<file path="src/rtl/nic_reg_pkg.sv">
package nic_reg_pkg;
  // effective register index = {bank[1:0], offset[3:0]}
  localparam logic [5:0] IX_START  = 6'h01;
  localparam logic [5:0] IX_STOP   = 6'h02;
  localparam logic [5:0] IX_BND    = 6'h03;
  localparam logic [5:0] IX_TXPG   = 6'h04;
  localparam logic [5:0] IX_TCNT_L = 6'h05;
  localparam logic [5:0] IX_TCNT_H = 6'h06;
  localparam logic [5:0] IX_STAT   = 6'h07;
  localparam logic [5:0] IX_RADR_L = 6'h08;
  localparam logic [5:0] IX_RADR_H = 6'h09;
  localparam logic [5:0] IX_RCNT_L = 6'h0A;
  localparam logic [5:0] IX_RCNT_H = 6'h0B;
  localparam logic [5:0] IX_RXCFG  = 6'h0C;
  localparam logic [5:0] IX_DCFG   = 6'h0E;
  localparam logic [5:0] IX_MASK   = 6'h0F;
  localparam logic [5:0] IX_CURPG  = 6'h17;
  localparam logic [5:0] IX_START_RD = 6'h21;
  localparam logic [5:0] IX_STOP_RD  = 6'h22;
  localparam logic [5:0] IX_CFGA   = 6'h33;
  localparam logic [5:0] IX_CFGC   = 6'h35;
  localparam logic [5:0] IX_CFGD   = 6'h36;

  localparam logic [7:0] ID_BYTE0  = 8'h50;
  localparam logic [7:0] ID_BYTE1  = 8'h43;
  localparam logic [7:0] CFG_LINK  = 8'h40;

  // status bit positions
  localparam int unsigned ST_RX    = 0;
  localparam int unsigned ST_TX    = 1;
  localparam int unsigned ST_DMA   = 6;
  localparam int unsigned ST_RST   = 7;

  // command bit positions
  localparam int unsigned CMD_STOP = 0;
  localparam int unsigned CMD_XMIT = 2;
  localparam int unsigned CMD_RRD  = 3;
  localparam int unsigned CMD_RWR  = 4;
endpackage

</file>
<file path="src/rtl/nic_page_reg.sv">
module nic_page_reg #(
  parameter int unsigned PW     = 8,
  parameter logic [PW-1:0] END_PG = '1,
  parameter bit          INCL   = 1'b1
) (
  input  logic          clk_i,
  input  logic          rst_ni,
  input  logic          we_i,
  input  logic [PW-1:0] wdata_i,
  output logic [PW-1:0] q_o
);
  logic in_range;

  generate
    if (INCL) begin : g_incl
      assign in_range = (wdata_i <= END_PG);
    end else begin : g_excl
      assign in_range = (wdata_i < END_PG);
    end
  endgenerate

  always_ff @(posedge clk_i or negedge rst_ni) begin
    if (!rst_ni)                q_o <= '0;
    else if (we_i && in_range)  q_o <= wdata_i;
  end
endmodule

</file>
<file path="src/rtl/nic_irq_ctrl.sv">
module nic_irq_ctrl #(
  parameter int unsigned SW = 8
) (
  input  logic          clk_i,
  input  logic          rst_ni,
  input  logic          stat_we_i,
  input  logic          mask_we_i,
  input  logic [SW-1:0] wdata_i,
  input  logic          clr_rst_i,
  input  logic [SW-1:0] set_i,
  output logic [SW-1:0] stat_o,
  output logic [SW-1:0] mask_o,
  output logic          irq_o
);
  localparam logic [SW-1:0] LIVE = {1'b0, {(SW-1){1'b1}}};

  logic [SW-1:0] stat_d;

  always_comb begin
    stat_d = stat_o;
    if (stat_we_i) stat_d = stat_d & ~(wdata_i & LIVE);
    if (clr_rst_i) stat_d[SW-1] = 1'b0;
    stat_d = stat_d | set_i;   // engine events win over host clears
  end

  always_ff @(posedge clk_i or negedge rst_ni) begin
    if (!rst_ni) begin
      stat_o <= {1'b1, {(SW-1){1'b0}}};
      mask_o <= '0;
    end else begin
      stat_o <= stat_d;
      if (mask_we_i) mask_o <= wdata_i;
    end
  end

  assign irq_o = |(stat_o & mask_o & LIVE);
endmodule

</file>
<file path="src/rtl/nic_read_mux.sv">
module nic_read_mux
  import nic_reg_pkg::*;
#(
  parameter int unsigned N_STA  = 6,
  parameter int unsigned N_HASH = 8
) (
  input  logic [3:0]          off_i,
  input  logic [7:0]          cmd_i,
  input  logic [7:0]          start_i,
  input  logic [7:0]          stop_i,
  input  logic [7:0]          bnd_i,
  input  logic [7:0]          cur_i,
  input  logic [7:0]          tsr_i,
  input  logic [7:0]          stat_i,
  input  logic [15:0]         radr_i,
  input  logic [8*N_STA-1:0]  sta_i,
  input  logic [8*N_HASH-1:0] hash_i,
  output logic [7:0]          rdata_o
);
  logic [1:0] bank;
  logic [5:0] idx;

  assign bank = cmd_i[7:6];
  assign idx  = {bank, off_i};

  always_comb begin
    rdata_o = '0;
    if (off_i == 4'd0) begin
      rdata_o = cmd_i;
    end else if (bank == 2'd1 && int'(off_i) <= N_STA) begin
      rdata_o = sta_i[8*(int'(off_i)-1) +: 8];
    end else if (bank == 2'd1 && int'(off_i) >= 8 && int'(off_i) < 8 + N_HASH) begin
      rdata_o = hash_i[8*(int'(off_i)-8) +: 8];
    end else begin
      unique case (idx)
        IX_BND:      rdata_o = bnd_i;
        IX_TXPG:     rdata_o = tsr_i;
        IX_STAT:     rdata_o = stat_i;
        IX_RADR_L:   rdata_o = radr_i[7:0];
        IX_RADR_H:   rdata_o = radr_i[15:8];
        IX_RCNT_L:   rdata_o = ID_BYTE0;
        IX_RCNT_H:   rdata_o = ID_BYTE1;
        IX_CURPG:    rdata_o = cur_i;
        IX_START_RD: rdata_o = start_i;
        IX_STOP_RD:  rdata_o = stop_i;
        IX_CFGA:     rdata_o = 8'h00;
        IX_CFGC:     rdata_o = CFG_LINK;
        IX_CFGD:     rdata_o = CFG_LINK;
        default:     rdata_o = 8'h00;
      endcase
    end
  end
endmodule

</file>
<file path="src/rtl/nic_regfile.sv">
module nic_regfile
  import nic_reg_pkg::*;
#(
  parameter logic [7:0]  PMEM_END_PG = 8'hC0,
  parameter logic [7:0]  CMD_RST     = 8'h21,
  parameter int unsigned N_STA       = 6,
  parameter int unsigned N_HASH      = 8
) (
  input  logic                clk_i,
  input  logic                rst_ni,
  input  logic                wr_en_i,
  input  logic [3:0]          addr_i,
  input  logic [7:0]          wdata_i,
  output logic [7:0]          rdata_o,
  input  logic                rx_done_i,
  input  logic                tx_done_i,
  input  logic                dma_done_i,
  output logic                irq_o,
  output logic                tx_req_o,
  output logic [7:0]          start_pg_o,
  output logic [7:0]          stop_pg_o,
  output logic [7:0]          bnd_pg_o,
  output logic [7:0]          cur_pg_o,
  output logic [7:0]          tx_pg_o,
  output logic [15:0]         tx_cnt_o,
  output logic [15:0]         rdma_addr_o,
  output logic [15:0]         rdma_cnt_o,
  output logic [7:0]          rx_cfg_o,
  output logic [7:0]          data_cfg_o,
  output logic [8*N_STA-1:0]  station_addr_o,
  output logic [8*N_HASH-1:0] mcast_hash_o
);
  localparam int unsigned N_PTR   = 4;
  localparam logic [N_PTR-1:0] PTR_INCL = 4'b0011;   // start, stop inclusive

  logic [7:0] cmd_q;
  logic [7:0] tsr_q;
  logic [7:0] isr, imr;
  logic [5:0] idx;
  logic       wr_cmd, wr_reg, go_cmd, tx_start, dma_zero;
  logic [7:0] stat_set;
  logic [N_PTR-1:0] ptr_we;
  logic [7:0] ptr_q [N_PTR];
  logic [7:0] sta_q  [N_STA];
  logic [7:0] hash_q [N_HASH];

  assign idx      = {cmd_q[7:6], addr_i};
  assign wr_cmd   = wr_en_i && (addr_i == 4'd0);
  assign wr_reg   = wr_en_i && (addr_i != 4'd0);
  assign go_cmd   = wr_cmd && !wdata_i[CMD_STOP];
  assign tx_start = go_cmd && wdata_i[CMD_XMIT];
  assign dma_zero = go_cmd && (wdata_i[CMD_RRD] || wdata_i[CMD_RWR]) && (rdma_cnt_o == 16'd0);

  // command register and transmit strobe
  always_ff @(posedge clk_i or negedge rst_ni) begin
    if (!rst_ni) begin
      cmd_q    <= CMD_RST;
      tx_req_o <= 1'b0;
    end else begin
      tx_req_o <= tx_start;
      if (wr_cmd) cmd_q <= tx_start ? (wdata_i & ~(8'h1 << CMD_XMIT)) : wdata_i;
    end
  end

  // ring page pointers with range gating
  assign ptr_we[0] = wr_reg && (idx == IX_START);
  assign ptr_we[1] = wr_reg && (idx == IX_STOP);
  assign ptr_we[2] = wr_reg && (idx == IX_BND);
  assign ptr_we[3] = wr_reg && (idx == IX_CURPG);

  generate
    for (genvar g = 0; g < N_PTR; g++) begin : g_ptr
      nic_page_reg #(
        .PW     (8),
        .END_PG (PMEM_END_PG),
        .INCL   (PTR_INCL[g])
      ) u_ptr (
        .clk_i   (clk_i),
        .rst_ni  (rst_ni),
        .we_i    (ptr_we[g]),
        .wdata_i (wdata_i),
        .q_o     (ptr_q[g])
      );
    end
  endgenerate

  assign start_pg_o = ptr_q[0];
  assign stop_pg_o  = ptr_q[1];
  assign bnd_pg_o   = ptr_q[2];
  assign cur_pg_o   = ptr_q[3];

  // byte-lane loaded words and plain config bytes
  always_ff @(posedge clk_i or negedge rst_ni) begin
    if (!rst_ni) begin
      tx_pg_o     <= '0;
      tx_cnt_o    <= '0;
      rdma_addr_o <= '0;
      rdma_cnt_o  <= '0;
      rx_cfg_o    <= '0;
      data_cfg_o  <= '0;
      tsr_q       <= '0;
    end else begin
      if (tx_done_i) tsr_q <= 8'h01;
      if (wr_reg) begin
        unique case (idx)
          IX_TXPG:   tx_pg_o           <= wdata_i;
          IX_TCNT_L: tx_cnt_o[7:0]     <= wdata_i;
          IX_TCNT_H: tx_cnt_o[15:8]    <= wdata_i;
          IX_RADR_L: rdma_addr_o[7:0]  <= wdata_i;
          IX_RADR_H: rdma_addr_o[15:8] <= wdata_i;
          IX_RCNT_L: rdma_cnt_o[7:0]   <= wdata_i;
          IX_RCNT_H: rdma_cnt_o[15:8]  <= wdata_i;
          IX_RXCFG:  rx_cfg_o          <= wdata_i;
          IX_DCFG:   data_cfg_o        <= wdata_i;
          default: ;
        endcase
      end
    end
  end

  // station address and hash filter bytes, bank 1
  always_ff @(posedge clk_i or negedge rst_ni) begin
    if (!rst_ni) begin
      for (int i = 0; i < N_STA; i++)  sta_q[i]  <= '0;
      for (int i = 0; i < N_HASH; i++) hash_q[i] <= '0;
    end else if (wr_reg && cmd_q[7:6] == 2'd1) begin
      for (int i = 0; i < N_STA; i++)
        if (int'(addr_i) == i + 1) sta_q[i] <= wdata_i;
      for (int i = 0; i < N_HASH; i++)
        if (int'(addr_i) == i + 8) hash_q[i] <= wdata_i;
    end
  end

  generate
    for (genvar s = 0; s < N_STA; s++) begin : g_sta
      assign station_addr_o[8*s +: 8] = sta_q[s];
    end
    for (genvar h = 0; h < N_HASH; h++) begin : g_hash
      assign mcast_hash_o[8*h +: 8] = hash_q[h];
    end
  endgenerate

  // interrupt status and mask
  always_comb begin
    stat_set          = '0;
    stat_set[ST_RX]   = rx_done_i;
    stat_set[ST_TX]   = tx_done_i;
    stat_set[ST_DMA]  = dma_done_i || dma_zero;
  end

  nic_irq_ctrl #(.SW(8)) u_irq (
    .clk_i     (clk_i),
    .rst_ni    (rst_ni),
    .stat_we_i (wr_reg && idx == IX_STAT),
    .mask_we_i (wr_reg && idx == IX_MASK),
    .wdata_i   (wdata_i),
    .clr_rst_i (go_cmd),
    .set_i     (stat_set),
    .stat_o    (isr),
    .mask_o    (imr),
    .irq_o     (irq_o)
  );

  nic_read_mux #(.N_STA(N_STA), .N_HASH(N_HASH)) u_rd (
    .off_i   (addr_i),
    .cmd_i   (cmd_q),
    .start_i (start_pg_o),
    .stop_i  (stop_pg_o),
    .bnd_i   (bnd_pg_o),
    .cur_i   (cur_pg_o),
    .tsr_i   (tsr_q),
    .stat_i  (isr),
    .radr_i  (rdma_addr_o),
    .sta_i   (station_addr_o),
    .hash_i  (mcast_hash_o),
    .rdata_o (rdata_o)
  );
endmodule

</file>
<file path="config.mk">
export PLATFORM = sky130hd
export DESIGN_NAME = nic_regfile
export DESIGN_NICKNAME = d
export VERILOG_FILES = /design/src/rtl/nic_reg_pkg.sv /design/src/rtl/nic_page_reg.sv /design/src/rtl/nic_irq_ctrl.sv /design/src/rtl/nic_read_mux.sv /design/src/rtl/nic_regfile.sv
export SDC_FILE = /design/constraint.sdc
export NUM_CORES = 1
export LEC_CHECK = 0
export BUFFER_PORTS_ARGS = -buffer_cell sky130_fd_sc_hd__buf_2
export CAP_MARGIN = 40
export CORE_ASPECT_RATIO = 1.5
export CORE_UTILIZATION = 50
export CTS_CLUSTER_SIZE = 28
export DETAILED_ROUTE_END_ITERATION = 16
export GPL_ROUTABILITY_DRIVEN = 1
export PLACE_DENSITY = 0.83
export SLEW_MARGIN = 25
export SYNTH_ARGS = -nofsm -noshare
export SYNTH_HDL_FRONTEND = slang
export SYNTH_SLANG_ARGS = --single-unit
</file>
<file path="constraint.sdc">
create_clock -name clk_i -period 7.2 [get_ports clk_i]
set_input_delay 2.16 -clock clk_i [delete_from_list [all_inputs] [get_ports clk_i]]
set_output_delay 2.16 -clock clk_i [all_outputs]
set_load 0.02 [all_outputs]
</file>
==> summary.md, run 1 <==
| Metric | Value |
|---|---|
| Asr flop ratio synth | 1.00 |
| Levels on crit path | 10 |
| Mean number of vias per cell | roughly 6.1 |
| Most frequent cells in the layout | buf_2 (242), dfrtp_1 (238), mux2_2 (233) |
| Tot Pwr | 4.24 mW |
| Flip-flop and latch count after synthesis | 241 |
| Reg clk slew, reported paths | 0.06 ns |
| Area Growth Syn to Fin | 19.8% |
| Seq/Total Area, Yosys | 0.551 |
| Worst hold path depth | 1 |
| Synth Area in Adders | 0.00571 |
| CTS Buf Count | 23 |
| Number of synthesized flops with an enable pin | 0 |
| Layout cells sized above 1 | 0.536 |
| Synth warn | 0 |
| Leak | approximately 6.5 nW |
| Core area | 0.0216 mm2 |
| Xor-xnor portion of the synthesized cell area | 0.000799 |
| Post-Route WL | 32,200 um |
| ANT nets after route | 0 |
| Pin count of the biggest net entering global routing | around 120 |
| Fin. Hold Viols | 0 |
| DIE WIDTH | between 100 and 150 um |
| Hold Crit Class | reg -> reg |
| Total die area | approximately 0.023 mm2 |
| Netlist cell types | 57 |
| Sequential Area | slightly above 0.006 mm2 |
| WP data required | 5.04 ns |
| Root buffer cell | clkbuf_16 |
| TritonCTS clock tree | built |
| Vias in the first global route | 7,983 |
| Final Non-Filler Cells | between 1,000 and 1,500 |
| Fmax | ~0.15 GHz |
| Max-slew violation total from the final report | 0 |
| Worst EP arrival | around 4.6 ns |
| Fillers | roughly 1,700 |
| Crit-path cells | buf_2, inv_1, ha_1, buf_4, a22oi_1, o22ai_1, a222oi_1, o21ai_0, a21o_1, buf_2 |
| Multiplexer share of the synthesized area | 0.292 |
| Multi-input logic area | 0.00465 mm2 |
| Period Utilization, post-route | 0.941 |
| Cts hold-fix bufs | 0 |
| Die height | 183 um |
| Main flop type after synthesis | dfrtp_1 |
| Post-DP HPWL | around 22,000 um |
| Initial Utilization | 0.508 |
| Most common cell after layout, fill and taps aside | buf_2 |
| Final Critical Period | 6.77 ns |
| DR WL/cell | 24.6 um |
| Gr usage total | 0.287 |
| Synth Cell Area | about 0.011 mm2 |
| Critical Path Max Stage Delay | 0.45 ns |
| Resized Gates After CTS | 0 |
| GPL Wtd Cong | slightly above 0.9 |
| # IOs | 244 |
| Critical path endpoint category | output pin |
| Max-cap viol count | 0 |
| Syn nets | around 800 |
| Initial antenna violation count | 1 |
| Critical path's slowest cell | a222oi_1 |
| R2R depth | 4 |
| 1st-iter DRT viols | ~500 |
| Clock buffer depth | 3 |
| Unrepaired setup endpoints after global routing | no |
| Peak supply drop | between 200 and 250 uV |
| Row cnt | 66 |
| GRT overflow | 0 |
| Cell with the most instances on the worst path | buf_2 |
| Power per Cell Area | approximately 320 mW/mm2 |
| Largest fanout on the critical path | 13 |
| Clk sink count | ~240 |
| First-pass GRT wire length | about 48,000 um |
| Via count | between 7,000 and 8,000 |
| Final setup fails | 0 |
| Worst path buffer plus inverter count | 4 |
| Final core utilization | 0.609 |
| Synth Instances | 793 |
| Worst setup SP type | input pin |
| Final routed DRC violation total | 2 |
| Worst-skew pair later-pin latency | 0.52 ns |
| Worst-Margin Slew | ~0.95 ns |
| CTS H-tree lvls | 1 |
| Worst setup path category | in -> out |
| Compound-gate portion of the synthesized area | 0.0608 |
| Cells after DPL | ~1,300 |
| Number of I/O port buffers | 243 |
| Status | finished with violations |
| Family with the most delay on the worst path | compound AO/OA/AOI/OAI gates |
| Fin nets | 1,040 |
| DP Worst Slack | around 0.48 ns |
| Final setup margin | roughly 0.43 ns |
| Drt first pass iters | 11 |
| Synth top area share | 0.544 |
| Simple-Gate Fraction of Synth Area | 0.0660 |
| Post-Syn Area per Cell | 13.8 um2 |
| Worst clock skew | 0.0216 ns |
| Rel. slew slack | 0.366 |
| Failing checks | DRC |
| Main combinational cell family by area after synthesis | multiplexers |
| Largest area contributor in the netlist | dfrtp_1 |
| Top cells by area, synth | dfrtp_1 (54%), mux2_2 (24%), mux4_2 (3.9%), a22oi_1 (1.8%), clkbuf_1 (1.3%) |
| Final TNS setup | 0 ns |
| Number of post-CTS setup repair buffers | 0 |
final timing paths:
path | from | end | slack [ns]
setup / recovery | addr_i[0] | rdata_o[0] | 0.43
hold / removal | u_irq.stat_o[7] | u_irq.stat_o[7] | 0.49
setup reg to reg | cmd_q[6] | mcast_hash_o[46] | 4.46
hold reg to reg | u_irq.stat_o[7] | u_irq.stat_o[7] | 0.49
max in group asynchronous | rst_ni | tx_cnt_o[3] | 4.30
min in group asynchronous | rst_ni | station_addr_o[28] | 1.70
registers in the layout, summed over array words and instances (netlist names), 16 cells and up:
signal / cells
mcast_hash_o: 64
station_addr_o: 48
g_ptr.u_ptr.q_o: 32
rdma_addr_o: 16
rdma_cnt_o: 16
tx_cnt_o: 16
worst register-to-register path, stage by stage (launching register included):
cell and delay (ns):
dfrtp_1 0.84, nand3b_1 0.39, nor2_1 0.38, nand4_1 0.50
mux2_2 0.48
routing by layer:
layer,vias up,track usage,share of wire
met2,378,0.477,0.51
met1,4096,0.369,0.38
li1,3392,-,-
met3,83,0.0463,0.068
met4,0,0.120,0.039
met5,-,0,0
cell usage after synthesis, types with 2 or more instances:
cell	count
nor3_1	4
o22ai_1	4
nor3b_1	6
o22a_1	4
nand2b_1	10
nor2b_1	5
a221o_1	7
dfstp_2	3
ha_1	5
nand2_1	36
or3_1	2
a21oi_1	5
a32oi_1	5
mux2i_1	12
o211ai_1	3
a21boi_0	4
nor3_4	2
nand4_1	7
a21o_1	5
mux4_2	19
mux2_2	233
a22oi_1	27
o21ai_0	5
buf_2	10
a31oi_1	3
nand3_1	8
nand3b_1	4
mux2_1	2
nor4_1	8
clkbuf_1	37
o2bb2ai_1	4
a222oi_1	3
inv_1	6
nor2_1	27
and2_1	5
buf_6	4
dfrtp_1	238
nor2_4	2
power breakdown:
group | total (mW) | switching (mW) | internal, mW
Sequential | 1.87 | 0.245 | 1.63
Combinational | 1.14 | 0.673 | 0.469
Clock | 1.22 | 0.513 | 0.710
Total | 4.24 | 1.43 | 2.81
kinds of logic after synthesis:
family	Yosys count
AOI/OAI and AO/OA	87
xor gates and xnor gates	1
adders and majority gates	5
buffers and inverters	59
DFF	241
muxes	266
and+or+nand+nor	134
final cells by class:
class	count	share of cell area
timing repair buffer	252	0.0996
multi-input combinational	493	0.355
clock inverter	10	0.00801
tap	272	0.0259
sequential	241	0.460
clock buffer	31	0.0500
antenna	1	0.000191
inverter	6	0.00172
per-stage QoR:
step                hold WS, ns  instance area (um2)
floorplan                 0.441                11000
CTS                       0.490                13100
finish                    0.486                13100
global placement          0.463                12400
detailed placement        0.475                12400
global route              0.500                13100
No activity file was read; power rests on OpenSTA's default activity.
==> run 2: changes to the inputs <==
ABC_AREA = 1   (was default)
PLACE_DENSITY = 0.82   (was 0.83)
SLEW_MARGIN = 0   (was 25)
==> run 2 against run 1 <==
  * The run now ends clean
  * Hold slack got worse by 0.021 ns
  * Via count rose by 30%
  * Core utilization fell by 0.22 points
  * Critical path depth rose by 3
  * Final cell count rose by 40%
  * Sequential cell count did not move
  * Sequential power barely moved
  * Combinational power fell by 4%
  * Non-clock buffer count rose by 8
  * Clock power fell by 5%
  * Critical path type unchanged
  * Largest cell class unchanged
  * Highest routed layer unchanged
==> summary.md, run 2 <==
| Metric | Value |
|---|---|
| Status | completed |
| Synth top area share | 0.541 (-0.00235) |
| Seq/Total Area, Yosys | 0.548 (-0.00238) |
| Largest fanout on the critical path | 17 (+4) |
| Most frequent cells in the layout | nand2_1 (436), buf_2 (242), dfrtp_1 (238) |
| Mean number of vias per cell | 5.63 (-7.6%) |
| Number of post-CTS setup repair buffers | 0 (unchanged) |
| Critical path endpoint category | output pin |
| Reg clk slew, reported paths | 0.06 ns (about the same) |
| Worst-Margin Slew | 0.926 ns (-0.0241 ns) |
| Resized Gates After CTS | 0 (unchanged) |
| DP Worst Slack | 0.666 ns (+0.188 ns) |
| Peak supply drop | 208 uV (-15%) |
| Worst EP arrival | 4.49 ns (-0.12 ns) |
| Cell with the most instances on the worst path | inv_1 |
| Fillers | 1,990 (+15%) |
| TritonCTS clock tree | built |
| Max-slew violation total from the final report | 0 (unchanged) |
| Largest area contributor in the netlist | dfrtp_1 |
| R2R Setup Slk | 5.04 ns (+0.58 ns) |
| DIE WIDTH | 123 um (+0.22%) |
| Tot Pwr | 4.10 mW (-3.2%) |
| Core area | 0.0216 mm2 (+0.38%) |
| Via count | 10,300 (+30%) |
| Sw Ratio | 0.360 (+0.0229) |
| Worst hold path depth | 2 (+1) |
| Synth Instances | 1,332 (+68%) |
| Post-Syn Area per Cell | 8.26 um2 (-40%) |
| Number of I/O port buffers | 243 (unchanged) |
| Unrepaired setup endpoints after global routing | no |
| Crit-path cells | buf_2, inv_1, ha_1, inv_1, buf_4, a21oi_1, inv_1, o21ai_0, nand2_1, nor2_1, nor2_1, a21oi_1, buf_2 |
| Pint | 2.62 mW (-6.5%) |
| Worst setup path category | in -> out |
| First-pass GRT wire length | 55,000 um (+15%) |
| DR WL/cell | 19.8 um (-20%) |
| GRT overflow | 0 (unchanged) |
| # IOs | 244 (unchanged) |
| 1st-iter DRT viols | 874 (+72%) |
| N_diodes | 0 (-1) |
| Worst-skew pair later-pin latency | 0.51 ns (about the same) |
| Final Critical Period | 6.65 ns (-0.125 ns) |
| Fin. Hold Viols | 0 (unchanged) |
| Pin count of the biggest net entering global routing | 123 (-0.81%) |
| Period Utilization, post-route | 0.923 (-0.0174) |
| Post-DP HPWL | 25,300 um (+14%) |
| Final hold slack | 0.465 ns (-0.0206 ns) |
| Flip-flop and latch count after synthesis | 241 (unchanged) |
| Post-Route WL | 36,200 um (+13%) |
| CTS Buf Count | 23 (unchanged) |
| Max-cap viol count | 0 (unchanged) |
| Worst clock skew | 0.00847 ns (-0.0131 ns) |
| Worst path buffer plus inverter count | 6 (+2) |
| Root buffer cell | clkbuf_16 |
| Cts hold-fix bufs | 0 (unchanged) |
| Vias in the first global route | 9,919 (+24%) |
| Final routed DRC violation total | 0 (-2) |
| Cell with the most instances after synthesis | nand2_1 |
| Drt first pass iters | 6 (-5) |
| Worst Setup SP | addr_i[0] |
| Gr usage total | 0.323 (+0.0362) |
| Fin nets | 1,571 (+51%) |
| Total die area | 0.0226 mm2 (+0.43%) |
| Worst setup SP type | input pin |
| Power per Cell Area | 313 mW/mm2 (-3.2%) |
| Synth Cell Area | 0.0110 mm2 (+0.43%) |
| Hold path start | u_irq.stat_o[7] |
| Cells after DPL | 1,795 (+42%) |
| Switching power | 1.48 mW (+3.4%) |
| Initial Utilization | 0.509 (about the same) |
| Number of flip-flops in the largest register | 64 (unchanged) |
| Sequential power share | 0.449 (+0.007) |
| Combinational power share | 0.268 (about the same) |
| Levels on crit path | 13 (+3) |
| Fmax | 0.150 GHz (+1.9%) |
| Most common cell after layout, fill and taps aside | nand2_1 |
| Main flop type after synthesis | dfrtp_1 |
| Layout cells sized above 1 | 0.227 (-0.309) |
| Clk sink count | 241 (unchanged) |
| Final setup margin | 0.552 ns (+0.125 ns) |
| Netlist cell types | 38 (-33%) |
| Family with the most delay on the worst path | compound AO/OA/AOI/OAI gates |
| Critical Path Max Stage Delay | 0.36 ns (-0.09 ns) |
| Final setup fails | 0 (unchanged) |
| Die height | 184 um (+0.22%) |
| Area Growth Syn to Fin | 19.3% |
| Hold Crit Class | reg -> reg |
| Initial antenna violation count | 0 (-1) |
| RR Startpoint | cmd_q[6] |
| Top post-synthesis cells by count | nand2_1 (436), dfrtp_1 (238), o21ai_0 (169) |
| WP data required | 5.04 ns (about the same) |
| Synth warn | 0 (unchanged) |
| Clk pwr share | 0.284 (-0.005) |
| Post-Layout Inst Area | 0.0131 mm2 (about the same) |
| Row cnt | 66 (unchanged) |
| Leak | 7.02 nW (+7.6%) |
| R2R depth | 6 (+2) |
| Area post-placement | 0.0124 mm2 (+0.42%) |
| Critical path's slowest cell | a21oi_1 |
| Final TNS setup | 0 ns (unchanged) |
| Syn nets | 1,355 (+66%) |
| Rel. slew slack | 0.382 (+0.0161) |
| GPL Wtd Cong | 0.965 (+5.9%) |
| Asr flop ratio synth | 1.00 (unchanged) |
| Number of synthesized flops with an enable pin | 0 (unchanged) |
| Clock buffer depth | 3 (unchanged) |
| ANT nets after route | 0 (unchanged) |
| Final core utilization | 0.607 (-0.00221) |
| CTS H-tree lvls | 1 (unchanged) |
| Final Non-Filler Cells | 1,830 (+40%) |
| Top cells by area, synth | dfrtp_1 (54%), nand2_1 (15%), o21ai_0 (7.7%), nor2_1 (3.7%), o21ai_1 (3.5%) |
-- run 2: changes by cell type after synthesis, moves of 50 or more --
cell	delta
nand2_1	+400
mux2_2	-233
o21ai_0	+164
nor2_1	+81
o21ai_1	+77
inv_1	+50
-- run 2: worst min-delay path, delay by kind of cell, from the launching register on --
family,cells,cell delay [ns]
buffers and inverters,1,0.04
DFF,1,0.38
and+or+nand+nor,1,0.06
-- run 2: area by class of cell --
class                           count  area (um2)  area share
Clock buffer                       32         689      0.0525
Clock inverter                      3        25.0     0.00191
Inverter                           62         235      0.0179
Multi-Input combinational cell    960        4430       0.337
Sequential cell                   241        6030       0.460
Tap cell                          272         340      0.0259
Timing Repair Buffer              260        1370       0.105
-- run 2: power by group through the flow --
stage	Sequential [mW]	Combinational [mW]	Clock (mW)
after detailed placement	1.85	1.10	0
final	1.84	1.10	1.16
after global routing	1.86	1.21	1.22
after floorplan	2.08	0.392	0
after global placement	1.85	1.07	0
after CTS	1.83	1.10	1.18
-- run 2: metal layers --
layer,vias to the layer above,global-route usage,part of all wire
met5,-,0,0
met4,0,0.165,0.049
met3,120,0.0552,0.075
met2,511,0.551,0.50
met1,4918,0.387,0.37
li1,4747,-,-
-- run 2: cell families after synthesis --
family | count (synthesis) | share of synthesized area
adders and majority gates | 5 | 0.00569
buffers and inverters | 131 | 0.0495
xor gates and xnor gates | 1 | 0.000796
and+or+nand+nor | 657 | 0.255
AOI/OAI and AO/OA | 297 | 0.141
DFF | 241 | 0.548
-- run 2: worst paths after layout --
path	endpoint
min reg2reg	u_irq.stat_o[7]
min	u_irq.stat_o[7]
min in group asynchronous	mcast_hash_o[10]
max reg2reg	g_ptr[2].u_ptr.q_o[7]
max in group asynchronous	rdma_cnt_o[10]
max	rdata_o[5]
